**src/rtl/fpt_pkg.sv**
```systemverilog
package fpt_pkg;

  localparam int NUM_FAULTS = 5;

  // Fault causes; numeric order is the priority order (1 = highest)
  typedef enum logic [2:0] {
    CAUSE_NONE  = 3'd0,
    CAUSE_DIVZ  = 3'd1,
    CAUSE_OVF   = 3'd2,
    CAUSE_UNF   = 3'd3,
    CAUSE_ZRES  = 3'd4,
    CAUSE_SHIFT = 3'd5
  } cause_e;

  localparam logic [3:0] CC_DIVZ     = 4'b0100;
  localparam logic [3:0] CC_OVF_NEG  = 4'b0101;
  localparam logic [3:0] CC_OVF_POS  = 4'b0110;
  localparam logic [3:0] CC_UNF_NEG  = 4'b1101;
  localparam logic [3:0] CC_UNF_POS  = 4'b1110;
  localparam logic [3:0] CC_ZRES     = 4'b1000;
  localparam logic [3:0] CC_SHF_NEG  = 4'b1001;
  localparam logic [3:0] CC_SHF_POS  = 4'b1010;

endpackage

```
**src/rtl/fpt_qualify.sv**
```systemverilog
// Gates each raw fault flag with the mode controls that select it.
// Output bit i corresponds to cause (i+1); bit 0 has highest priority.
module fpt_qualify
  import fpt_pkg::*;
#(
  parameter int SHIFT_W     = 4,
  parameter int SHIFT_LIMIT = 2
) (
  input  logic               div_zero,
  input  logic               char_ovf,
  input  logic               char_unf,
  input  logic               zero_res,
  input  logic [SHIFT_W-1:0] shift_cnt,
  input  logic               op_addsub,
  input  logic               mode_fs,
  input  logic               mode_fz,
  input  logic               mode_fn,
  output logic [NUM_FAULTS-1:0] fault_vec
);

  localparam logic [SHIFT_W-1:0] LIMIT_V = SHIFT_W'(SHIFT_LIMIT);

  logic sig_enable;
  logic shift_excess;

  always_comb begin
    sig_enable   = op_addsub & mode_fs & ~mode_fn;
    shift_excess = (shift_cnt > LIMIT_V);
    fault_vec    = '0;
    fault_vec[int'(CAUSE_DIVZ)  - 1] = div_zero;
    fault_vec[int'(CAUSE_OVF)   - 1] = char_ovf;
    fault_vec[int'(CAUSE_UNF)   - 1] = char_unf & mode_fz;
    fault_vec[int'(CAUSE_ZRES)  - 1] = zero_res & sig_enable;
    fault_vec[int'(CAUSE_SHIFT) - 1] = shift_excess & sig_enable;
  end

endmodule

```
**src/rtl/fpt_prio.sv**
```systemverilog
// Fixed-priority pick of the winning fault cause.
module fpt_prio
  import fpt_pkg::*;
(
  input  logic [NUM_FAULTS-1:0] fault_vec,
  output cause_e                cause,
  output logic                  any_fault
);

  always_comb begin
    cause = CAUSE_NONE;
    for (int i = NUM_FAULTS - 1; i >= 0; i--) begin
      if (fault_vec[i]) begin
        cause = cause_e'(3'(i + 1));
      end
    end
    any_fault = |fault_vec;
  end

endmodule

```
**src/rtl/fpt_encode.sv**
```systemverilog
// Maps the winning cause and result sign onto a condition code.
module fpt_encode
  import fpt_pkg::*;
(
  input  cause_e     cause,
  input  logic       res_sign,
  input  logic [3:0] cc_in,
  output logic [3:0] cc_next
);

  always_comb begin
    unique case (cause)
      CAUSE_DIVZ:  cc_next = CC_DIVZ;
      CAUSE_OVF:   cc_next = res_sign ? CC_OVF_NEG : CC_OVF_POS;
      CAUSE_UNF:   cc_next = res_sign ? CC_UNF_NEG : CC_UNF_POS;
      CAUSE_ZRES:  cc_next = CC_ZRES;
      CAUSE_SHIFT: cc_next = res_sign ? CC_SHF_NEG : CC_SHF_POS;
      default:     cc_next = cc_in;
    endcase
  end

endmodule

```
**src/rtl/fpt_trap_classifier.sv**
```systemverilog
module fpt_trap_classifier
  import fpt_pkg::*;
#(
  parameter int          SHIFT_W     = 4,
  parameter int          SHIFT_LIMIT = 2,
  parameter int          VEC_W       = 8,
  parameter logic [7:0]  TRAP_VEC    = 8'h44
) (
  input  logic               clk,
  input  logic               rst_n,
  input  logic               in_valid,
  input  logic               div_zero,
  input  logic               char_ovf,
  input  logic               char_unf,
  input  logic               zero_res,
  input  logic [SHIFT_W-1:0] shift_cnt,
  input  logic               res_sign,
  input  logic               op_addsub,
  input  logic               mode_fs,
  input  logic               mode_fz,
  input  logic               mode_fn,
  input  logic [3:0]         cc_in,
  output logic               out_valid,
  output logic               wr_en,
  output logic               trap_req,
  output logic [VEC_W-1:0]   trap_loc,
  output logic [3:0]         cc_out
);

  logic [NUM_FAULTS-1:0] fault_vec;
  cause_e                cause;
  logic                  any_fault;
  logic [3:0]            cc_next;

  logic                  vld_q;
  logic                  trap_q;
  logic [3:0]            cc_q;
  logic                  vld_d;
  logic                  trap_d;
  logic [3:0]            cc_d;

  fpt_qualify #(
    .SHIFT_W     (SHIFT_W),
    .SHIFT_LIMIT (SHIFT_LIMIT)
  ) u_qualify (
    .div_zero  (div_zero),
    .char_ovf  (char_ovf),
    .char_unf  (char_unf),
    .zero_res  (zero_res),
    .shift_cnt (shift_cnt),
    .op_addsub (op_addsub),
    .mode_fs   (mode_fs),
    .mode_fz   (mode_fz),
    .mode_fn   (mode_fn),
    .fault_vec (fault_vec)
  );

  fpt_prio u_prio (
    .fault_vec (fault_vec),
    .cause     (cause),
    .any_fault (any_fault)
  );

  fpt_encode u_encode (
    .cause    (cause),
    .res_sign (res_sign),
    .cc_in    (cc_in),
    .cc_next  (cc_next)
  );

  // Next-state: decision fields load only on a strobe (clock enable)
  always_comb begin
    vld_d  = in_valid;
    trap_d = trap_q;
    cc_d   = cc_q;
    if (in_valid) begin
      trap_d = any_fault;
      cc_d   = cc_next;
    end
  end

  always_ff @(posedge clk or negedge rst_n) begin
    if (!rst_n) begin
      vld_q  <= 1'b0;
      trap_q <= 1'b0;
      cc_q   <= '0;
    end else begin
      vld_q  <= vld_d;
      trap_q <= trap_d;
      cc_q   <= cc_d;
    end
  end

  always_comb begin
    out_valid = vld_q;
    wr_en     = vld_q & ~trap_q;
    trap_req  = vld_q & trap_q;
    trap_loc  = trap_req ? VEC_W'(TRAP_VEC) : '0;
    cc_out    = vld_q ? cc_q : 4'b0000;
  end

endmodule

```
**config.mk**
```make
export PLATFORM = sky130hd
export DESIGN_NAME = fpt_trap_classifier
export DESIGN_NICKNAME = d
export VERILOG_FILES = /design/src/rtl/fpt_pkg.sv /design/src/rtl/fpt_qualify.sv /design/src/rtl/fpt_prio.sv /design/src/rtl/fpt_encode.sv /design/src/rtl/fpt_trap_classifier.sv
export SDC_FILE = /design/constraint.sdc
export NUM_CORES = 1
export LEC_CHECK = 0
export ABC_CLOCK_PERIOD_IN_PS = 2300
export BUFFER_PORTS_ARGS = -buffer_cell sky130_fd_sc_hd__buf_2
export CORE_AREA = 2 2 39 41
export CTS_BUF_LIST = sky130_fd_sc_hd__clkbuf_4
export CTS_CLUSTER_SIZE = 20
export DETAILED_ROUTE_END_ITERATION = 16
export DIE_AREA = 0 0 41 43
export GPL_ROUTABILITY_DRIVEN = 0
export PLACE_DENSITY_LB_ADDON = 0.1
export SYNTH_ARGS = -nofsm -noshare
export SYNTH_HDL_FRONTEND = slang
export SYNTH_SLANG_ARGS = --single-unit
```
**constraint.sdc**
```tcl
create_clock -name clk -period 2.3 [get_ports clk]
set_input_delay 0.115 -clock clk [delete_from_list [all_inputs] [get_ports clk]]
set_output_delay 0.115 -clock clk [all_outputs]
set_load 0.1 [all_outputs]
```
==> results list, run 1 <==
- The tightest min-delay check is of the input port to flip-flop type.
- 0 antenna diodes ended up in the layout.
* Number of buffer cells added on primary ports: 28
- Of the post-synthesis cell area, the dominant cell type holds approximately a third.
* Largest clock skew in the final design: 0 ns
- Routed via count: 401
- Setup repair after global routing left no endpoint under its margin.
- Leading register cell type out of synthesis: sky130_fd_sc_hd__dfrtp_1
- Sequential cells were found to cover 35.0% of the synthesized design area.
- Net count reported at finish: 96
- Initial DRT Pass Iterations: 4
- The worst-case IR drop observed on VDD is 187 µV.
- At the worst endpoint, the required time is between 2 and 2.5 ns.
- After synthesis, the share of flip-flops with an asynchronous set or reset is 100%.
- By area the synthesized netlist is led by sky130_fd_sc_hd__dfrtp_1, sky130_fd_sc_hd__buf_4, sky130_fd_sc_hd__and2_1.
* Arrival time of data at the critical path endpoint: approximately 1.2 ns
- After layout, the minimum clock period comes to 1.33 ns.
* Fill cell instance count of the final layout: 143
- Cell leakage power: a little over 0.3 nW
* Total power: 0.000390 W
- Cell count after placement: 86
- Max-cap violations in this run came to 0.
- The critical path goes through and2_2 > buf_2.
- Clock root buffer: sky130_fd_sc_hd__clkbuf_4
- Wires add up to approximately 830 µm.
* Maximum number of pins on one net before global-route repair: 10
- The startpoint identified for the worst register-to-register timing path is cc_q[0]$_DFFE_PN0P_.
* R2R Setup Slk: 1.33 ns
- Via-per-instance ratio: about 4.5
- TritonCTS built the clock tree.
* Max clock buf depth: 2
- The startpoint identified for the worst hold timing path is in_valid.
- Number of placement rows: 14
- Worst Hold Path Cells: 1
- Along the worst path, the maximum fanout reaches 7.
- After synthesis the netlist holds a flip-flop and latch count of 6.
- Averaged over all synthesized cells, the footprint is between 9 and 10 µm².
- Relative to the synthesized area, the layout overhead comes to 36.2%.
* Num Clock Sinks: 6
- The number of cells on the worst reg-to-reg path is 2.
- Count of placed standard cells in the final layout, fillers left out: 90
* Post-synthesis cell type with the largest combined area: sky130_fd_sc_hd__dfrtp_1
- Die height: between 40 and 50 µm
- First-pass GRT wire length: 1.24 mm
- Final period utilization: approximately 58%
- For this block, the initial DRC count from the detailed router was 1.
- Mapped cell area: around 430 µm²
- STA classifies the critical path startpoint as a flip-flop.
- Number of antenna violations at the first check in global routing: 0
- The run finished with clean final reports.
* Synth warn: 0
* Core region area: 1380 µm²
- Launch point of the worst path: out_valid$_DFF_PN0_
- Post-CTS Setup Bufs: 0
- In this run, synthesis inferred 0 flip-flops with an integrated enable.
* Element type at the critical path end: output pin
- Startpoint-to-endpoint class of the critical path: flip-flop to output pin
- For this run, the top clock speed supported by timing is between 700 and 800 MHz.
* Post-detailed-route wirelength per cell: 9.23 µm
* Total negative setup slack: 0 ns
* Resized cells post-CTS: 0
- The largest single stage delay on the critical path is approximately 0.42 ns.
- In the layout the commonest cells are sky130_fd_sc_hd__buf_2, sky130_fd_sc_hd__conb_1, sky130_fd_sc_hd__dfrtp_1, sky130_fd_sc_hd__and2_1.
* IO Count: 35
- The initial utilization of the core area, before any placement, comes to 31.0%.
- Post-Synthesis Cells: 45
- Final setup vio count: 0
* Chip Width: between 40 and 50 µm
- DRC violations left: 0
* Detailed-placement wirelength estimate: between 700 and 800 µm
* Vias in the first global route: 339
- Later-pin clock latency in the skew report: roughly 0.23 ns
* Clk pin slew, worst setup/hold paths: roughly 0.040 ns
- Final-report max-slew violation count: 0
* Share of layout cells above drive strength 1: a little over half
- Synth cell types: 22
* Overall die area: about 1800 µm²
- PwrDens: about 670 nW/µm²
* Gr ovfl total: 0
- Htree depth: 1
- Buffers inserted during clock tree synthesis total 3.
- Cell at the slowest stage of the critical path: sky130_fd_sc_hd__buf_2
- Leaving out fill and tap cells, the most frequent cell in the layout is sky130_fd_sc_hd__buf_2.
- Number of nets with antenna violations after detailed routing: 0
- Aggregate global-route resource usage: a little over a tenth
* Number of buffers added to fix hold violations after cts: 1
- The final count of hold timing violations is 0.
metal layers:
layer | wire length, µm | vias up | global-route usage (%) | share of wire, %
met5 | 0 | - | 0 | 0
met4 | 0 | 0 | 10.0 | 0
met3 | 83 | 0 | 1.57 | 10
li1 | - | 208 | - | -
met1 | 360 | 167 | 12.7 | 43
met2 | 386 | 26 | 15.3 | 46
registers in the layout (all words and copies together) (netlist names):
register and flops:
cc_q 4, out_valid 1, trap_q 1
report_power, final:
group          internal, W  switching, W  leakage [nW]
registers         0.000114    0.00000471        0.0702
clock network    0.0000586     0.0000319        0.0138
logic            0.0000359      0.000144         0.228
path summary, 6_finish.rpt:
check,end
worst min register to register,cc_q[3]$_DFFE_PN0P_
max in group asynchronous,cc_q[1]$_DFFE_PN0P_
min in group asynchronous,cc_q[3]$_DFFE_PN0P_
worst max-delay path,trap_req
worst min-delay path,out_valid$_DFF_PN0_
worst max register to register,cc_q[0]$_DFFE_PN0P_
kinds of logic after synthesis:
kind of cell           share of synthesized area, %
AND/OR/NAND/NOR                                23.6
other                                         0.874
AO/OA/AOI/OAI                                  24.8
flip-flops                                     35.0
buffers and inverters                          15.7
Yosys cell counts (2+ instances only):
cell	instances
sky130_fd_sc_hd__buf_4	8
sky130_fd_sc_hd__o21ai_0	2
sky130_fd_sc_hd__dfrtp_1	6
sky130_fd_sc_hd__nor2_1	3
sky130_fd_sc_hd__a221o_2	2
sky130_fd_sc_hd__inv_1	2
sky130_fd_sc_hd__a21oi_1	2
sky130_fd_sc_hd__and2_1	5
sky130_fd_sc_hd__and2b_2	2
critical path, delay by kind of cell, from the launching register on:
kind | cells | cell delay, ns
AND/OR/NAND/NOR | 1 | 0.17
flip-flops | 1 | 0.39
buffers and inverters | 1 | 0.42
final cells by class:
| type | instances | area [µm²] | area share (%) |
|---|---|---|---|
| clock buffer | 3 | 22.5 | 3.85 |
| inverter | 2 | 7.51 | 1.28 |
| multi-input combinational | 34 | 234 | 40.0 |
| sequential | 6 | 150 | 25.7 |
| tap | 16 | 20.0 | 3.43 |
| timing repair buffer | 29 | 150 | 25.7 |
metrics by stage:
stage	setup WS (ns)	utilization, %	instance area (µm²)	hold WS (ns)
floorplan	0.206	-	452	-0.181
global placement	1.11	39.9	552	-0.0569
detailed placement	1.09	39.9	552	-0.0581
CTS	0.947	42.2	584	0.0805
global route	0.874	42.2	584	0.0824
finish	0.967	42.2	584	0.0853
Note: power is estimated with default switching activity, not from simulation.
==> run 2, diff against run 1 <==
Settings changed: ABC_AREA set to 1, ABC_CLOCK_PERIOD_IN_PS 2300 to 1100, CORE_AREA 2 2 39 41 to 2 2 40 42, DIE_AREA 0 0 41 43 to 0 0 42 44.
Clock period 2.3 ns to 1.1 ns, I/O delays scaled along.
==> run 2 against run 1 <==
Effect of this change: the run now ends with negative setup slack left; sequential cell count unchanged; synthesized area increased by 9.6%; largest cell class is now buffers; global-route usage up 1.0 points; sequential share of layout area fell by 6.8 points; worst setup slack lost 1.1 ns; clock skew is the same.
==> results list, run 2 <==
- Final period demand of the worst path: 1.25 ns
* Critical path startpoint category: flip-flop (unchanged)
* Cell types with the largest area share after synthesis: sky130_fd_sc_hd__dfrtp_1, sky130_fd_sc_hd__buf_4, sky130_fd_sc_hd__nand2_1 (was sky130_fd_sc_hd__dfrtp_1, sky130_fd_sc_hd__buf_4, sky130_fd_sc_hd__and2_1)
- The total of warnings raised by yosys is 0 (unchanged).
- The largest stage delay on the critical path came to 0.51 ns (was 0.42 ns).
- The clock tree from TritonCTS is built (unchanged).
- Via-per-instance ratio: 4.24 (was 4.46)
- The synthesized area per cell was 7.02 µm² (was 9.54 µm²).
- The part of the power in registers was 25.3% (was 30.5%).
* Multiplexer area fraction after synthesis: 0% (unchanged)
- The I/O pin count is 35 (unchanged).
- The effective utilization at floorplan was 33.2% (was 31.0%).
* Top delay family on crit path: flip-flops (was buffers and inverters)
- The clock tree buffer depth was 2 (unchanged).
* DRC violations left: 0 (unchanged)
- The flip-flop count of the largest register, all copies and words added came to 4 (unchanged).
- Number of nets with antenna violations after detailed routing: 0 (unchanged)
* Element type at the critical path end: output pin (unchanged)
* Hold Violations, Final: 0 (unchanged)
- Post-synthesis cell type with the largest combined area: sky130_fd_sc_hd__dfrtp_1 (unchanged)
* Chip Width: 42 µm (was 41 µm)
- The critical path class was flip-flop to output pin (unchanged).
* Crit. path cell count: 3 (was 2)
- The worst-case vdd ir drop was 563 µV (was 187 µV).
- After layout, the worst path uses 113% of the clock period.
- Proportion of total power due to net switching: 44.9% (was 46.5%)
* Net count reported at finish: 120 (was 96)
- The part of the power in combinational logic was 50.2% (was 46.3%).
- Fill cell instance count of the final layout: 139 (was 143)
- The internal power summed over all cells came to 0.000557 W (was 0.000209 W).
* Die height: 44 µm (was 43 µm)
- Aggregate global-route resource usage: 11.7% (was 10.7%)
- The proportion of netlist area held by the largest area contributor came to 31.9% (was 35.0%).
* Cell leakage power: 0.401 nW (was 0.312 nW)
- Fmax: 801 MHz
- Largest clock skew in the final design: 0 ns (unchanged)
- Synth cell types: 16 (was 22)
* Async set or reset register ratio after synthesis: 100% (unchanged)
- Worst path setup slack after routing: -0.148 ns (was 0.967 ns)
- Post-synth top cells: sky130_fd_sc_hd__nand2_1, sky130_fd_sc_hd__inv_1, sky130_fd_sc_hd__buf_4, sky130_fd_sc_hd__dfrtp_1, sky130_fd_sc_hd__nand3_1 (was sky130_fd_sc_hd__buf_4, sky130_fd_sc_hd__dfrtp_1, sky130_fd_sc_hd__and2_1, sky130_fd_sc_hd__nor2_1).
* Run status: complete, but fails checks (was finished clean)
- Commonest cells after routing, fill and taps aside: sky130_fd_sc_hd__buf_2, sky130_fd_sc_hd__nand2_1, sky130_fd_sc_hd__buf_12, sky130_fd_sc_hd__inv_1 (was sky130_fd_sc_hd__buf_2, sky130_fd_sc_hd__conb_1, sky130_fd_sc_hd__dfrtp_1, sky130_fd_sc_hd__and2_1).
- The number of enable flip-flop cells after synthesis is 0 (unchanged).
* Min Hold Slack: 0.0195 ns (was 0.0853 ns)
* Fraction of the mapped netlist area in simple logic gates: 35.9% (was 23.6%)
* Overall die area: 1850 µm² (was 1760 µm²)
- The depth of the CTS H-tree is 1 (unchanged).
* Leading register cell type out of synthesis: sky130_fd_sc_hd__dfrtp_1 (unchanged)
- The root buffer selected by CTS was sky130_fd_sc_hd__clkbuf_4 (unchanged).
- The launching instance or port of the critical path is out_valid$_DFF_PN0_ (unchanged).
* Initial DRT Pass Iterations: 2 (was 4)
- Detailed-placement wirelength estimate: 791 µm (was 759 µm)
* Mapped cell area: 470 µm² (was 429 µm²)
- The later-pin clock latency in the skew report was 0.25 ns (was 0.23 ns).
* Final Routed Wirelength: 880 µm (was 831 µm)
- The startpoint of the most critical hold path was cc_in[3] (was in_valid).
* Worst setup path endpoint: trap_req (unchanged)
- Resized cells post-CTS: 0 (unchanged)
* Max-cap viol count: 0 (unchanged)
- The dominant cell by count in the synthesized netlist was sky130_fd_sc_hd__nand2_1 (was sky130_fd_sc_hd__buf_4).
* Register containing the most flip-flops in the final layout: cc_q (unchanged)
- Violated checks: negative setup slack
* Final-report max-slew violation count: 0 (unchanged)
- Part of the power in the clock network: 24.5% (was 23.2%)
- Routed via count: 488 (was 401)
* Worst min path class: input port to flip-flop (unchanged)
- Post-detailed-route wirelength per cell: 7.65 µm (was 9.23 µm)
- The compound-cell area share of the yosys netlist was 7.45% (was 24.8%).
- Dominant combinational cell family by area after synthesis: simple AND/OR/NAND/NOR gates (was compound AO/OA/AOI/OAI gates)
- Startpoint of the worst register-to-register path: trap_q$_DFFE_PN0P_ (was cc_q[0]$_DFFE_PN0P_)
- The clock slew seen by the registers of the worst setup and hold paths is 0.05 ns (was 0.04 ns).
- The fraction of final layout cells sized beyond drive strength 1 is 52.5% (was 52.7%).
- The buffering stage count on the worst path with inverters included came to 2 (was 1).
* Vias in the first global route: 433 (was 339)
- Detailed router's first-iteration violation count: 5 (was 1)
* Count of placed standard cells in the final layout, fillers left out: 115 (was 90)
- Synthesis-stage register bit count: 6 (unchanged)
- Inserted Clock Buffers: 3 (unchanged)
- PwrDens: 1240 nW/µm² (was 667 nW/µm²)
- Cell count after placement: 108 (was 86)
- The flop-to-flop setup slack is 0.39 ns (was 1.33 ns).
* Post-Synthesis Cells: 67 (was 45)
- Inserted Diodes: 0 (unchanged)
- Total power: 0.00101 W (was 0.000390 W)
* Parity-gate share of the synthesized area counting xor and xnor cells: 0% (unchanged)
- First-pass GRT wire length: 1.47 mm (was 1.24 mm)
- The net switching power was 0.000454 W (was 0.000181 W).
* Length in cells of the worst reg-to-reg path: 2 (unchanged)
* Number of placement rows: 14 (unchanged)
- Synth-to-Final Area Change: 73.1% (was 36.2%)
* Highest fanout seen on the critical path: 7 (unchanged)
- Num Clock Sinks: 6 (unchanged)
- The most frequent standard cell in the layout excluding fill and tap cells is sky130_fd_sc_hd__buf_2 (unchanged).
- The largest net degree at the start of global routing is 9 (was 10).
- Portion of the post-synthesis area used by sequential elements: 31.9% (was 35.0%)
- Gr ovfl total: 0 (unchanged)
* Cells traversed along the worst timing path: nand2_4 > clkinvlp_4 > buf_12 (was and2_2 > buf_2)
* Register Area: 154 µm² (was 150 µm²)
- The number of antenna violations at the first check in global routing is 0 (unchanged).
* End of the worst register-to-register path: trap_q$_DFFE_PN0P_ (was cc_q[0]$_DFFE_PN0P_)
- Area of the multi-input gates: 236 µm² (was 234 µm²)
- Arrival time of data at the critical path endpoint: 1.19 ns (was 1.22 ns)
- Unrepaired setup endpoints after global routing: true (was false).
- Adder-Cell Fraction of Synth Area: 0% (unchanged)
- Core region area: 1420 µm² (was 1380 µm²)
- The library cell contributing the largest single delay on the critical path is sky130_fd_sc_hd__dfrtp_4 (was sky130_fd_sc_hd__buf_2).
* Crit path required time: 1.04 ns (was 2.18 ns)
- The count of input and output buffers came to 28 (unchanged).
- Final setup vio count: 9 (was 0)
==> run 2: power groups by stage <==
stage                     sequential (W)  clock [W]  combinational, W
after global placement          0.000260          0          0.000498
after floorplan                 0.000270          0          0.000371
after global routing            0.000259   0.000272          0.000527
after detailed placement        0.000261          0          0.000501
final                           0.000256   0.000248          0.000507
after CTS                       0.000256   0.000257          0.000511
==> run 2: cells by family after synthesis <==
kind of cell,count (synthesis)
compound gates,5
other cells,1
flops,6
buf+inv,22
simple gates,33
==> run 2: metal layers <==
layer	global-route usage [%]	vias up	share of wire [%]
met5	0	-	0
met4	17.4	0	6.5
met3	2.50	4	8.3
met2	21.3	30	49
met1	8.44	198	36
li1	-	256	-
==> run 2: area by class of cell <==
| type | count | share of cell area (%) |
|---|---|---|
| multi-input cells | 44 | 29.0 |
| repair buffers | 31 | 37.2 |
| inverters | 14 | 8.76 |
| well taps | 16 | 2.46 |
| clock buffers | 4 | 3.69 |
| flip-flops and latches | 6 | 18.9 |
==> run 2: tightest hold or removal path, stage by stage <==
cell                      delay [ns]
sky130_fd_sc_hd__buf_2          0.08
sky130_fd_sc_hd__o21ai_1        0.06
sky130_fd_sc_hd__nand2_1        0.04
==> run 2: worst min path at each step <==
stage / endpoint / slack (ns) / depth (start not counted)
floorplan: cc_q[0]$_DFFE_PN0P_ / -0.24 / 0
global placement: cc_q[3]$_DFFE_PN0P_ / -0.12 / 1
detailed placement: cc_q[3]$_DFFE_PN0P_ / -0.12 / 1
CTS: cc_q[3]$_DFFE_PN0P_ / 0.01 / 3
global route: cc_q[3]$_DFFE_PN0P_ / 0.04 / 3
finish: cc_q[3]$_DFFE_PN0P_ / 0.02 / 3
==> run 2: stage by stage <==
stage / instance area, µm² / TNS, ns / util [%] / worst slack, ns
floorplan: 547 / -2.26 / - / -0.515
global placement: 757 / 0 / 53.4 / 0.105
finish: 815 / -0.938 / 57.4 / -0.148
global route: 815 / -1.30 / 57.4 / -0.190
CTS: 815 / -1.05 / 57.4 / -0.165
detailed placement: 757 / 0 / 53.4 / 0.0961
==> run 2: what timing repair did <==
item	4_1_cts	5_1_grt
setup endpoints to repair	8	9
endpoints found under the hold margin	7	0
pin swaps	0	1
setup buffers	1	0
hold buffers	2	0
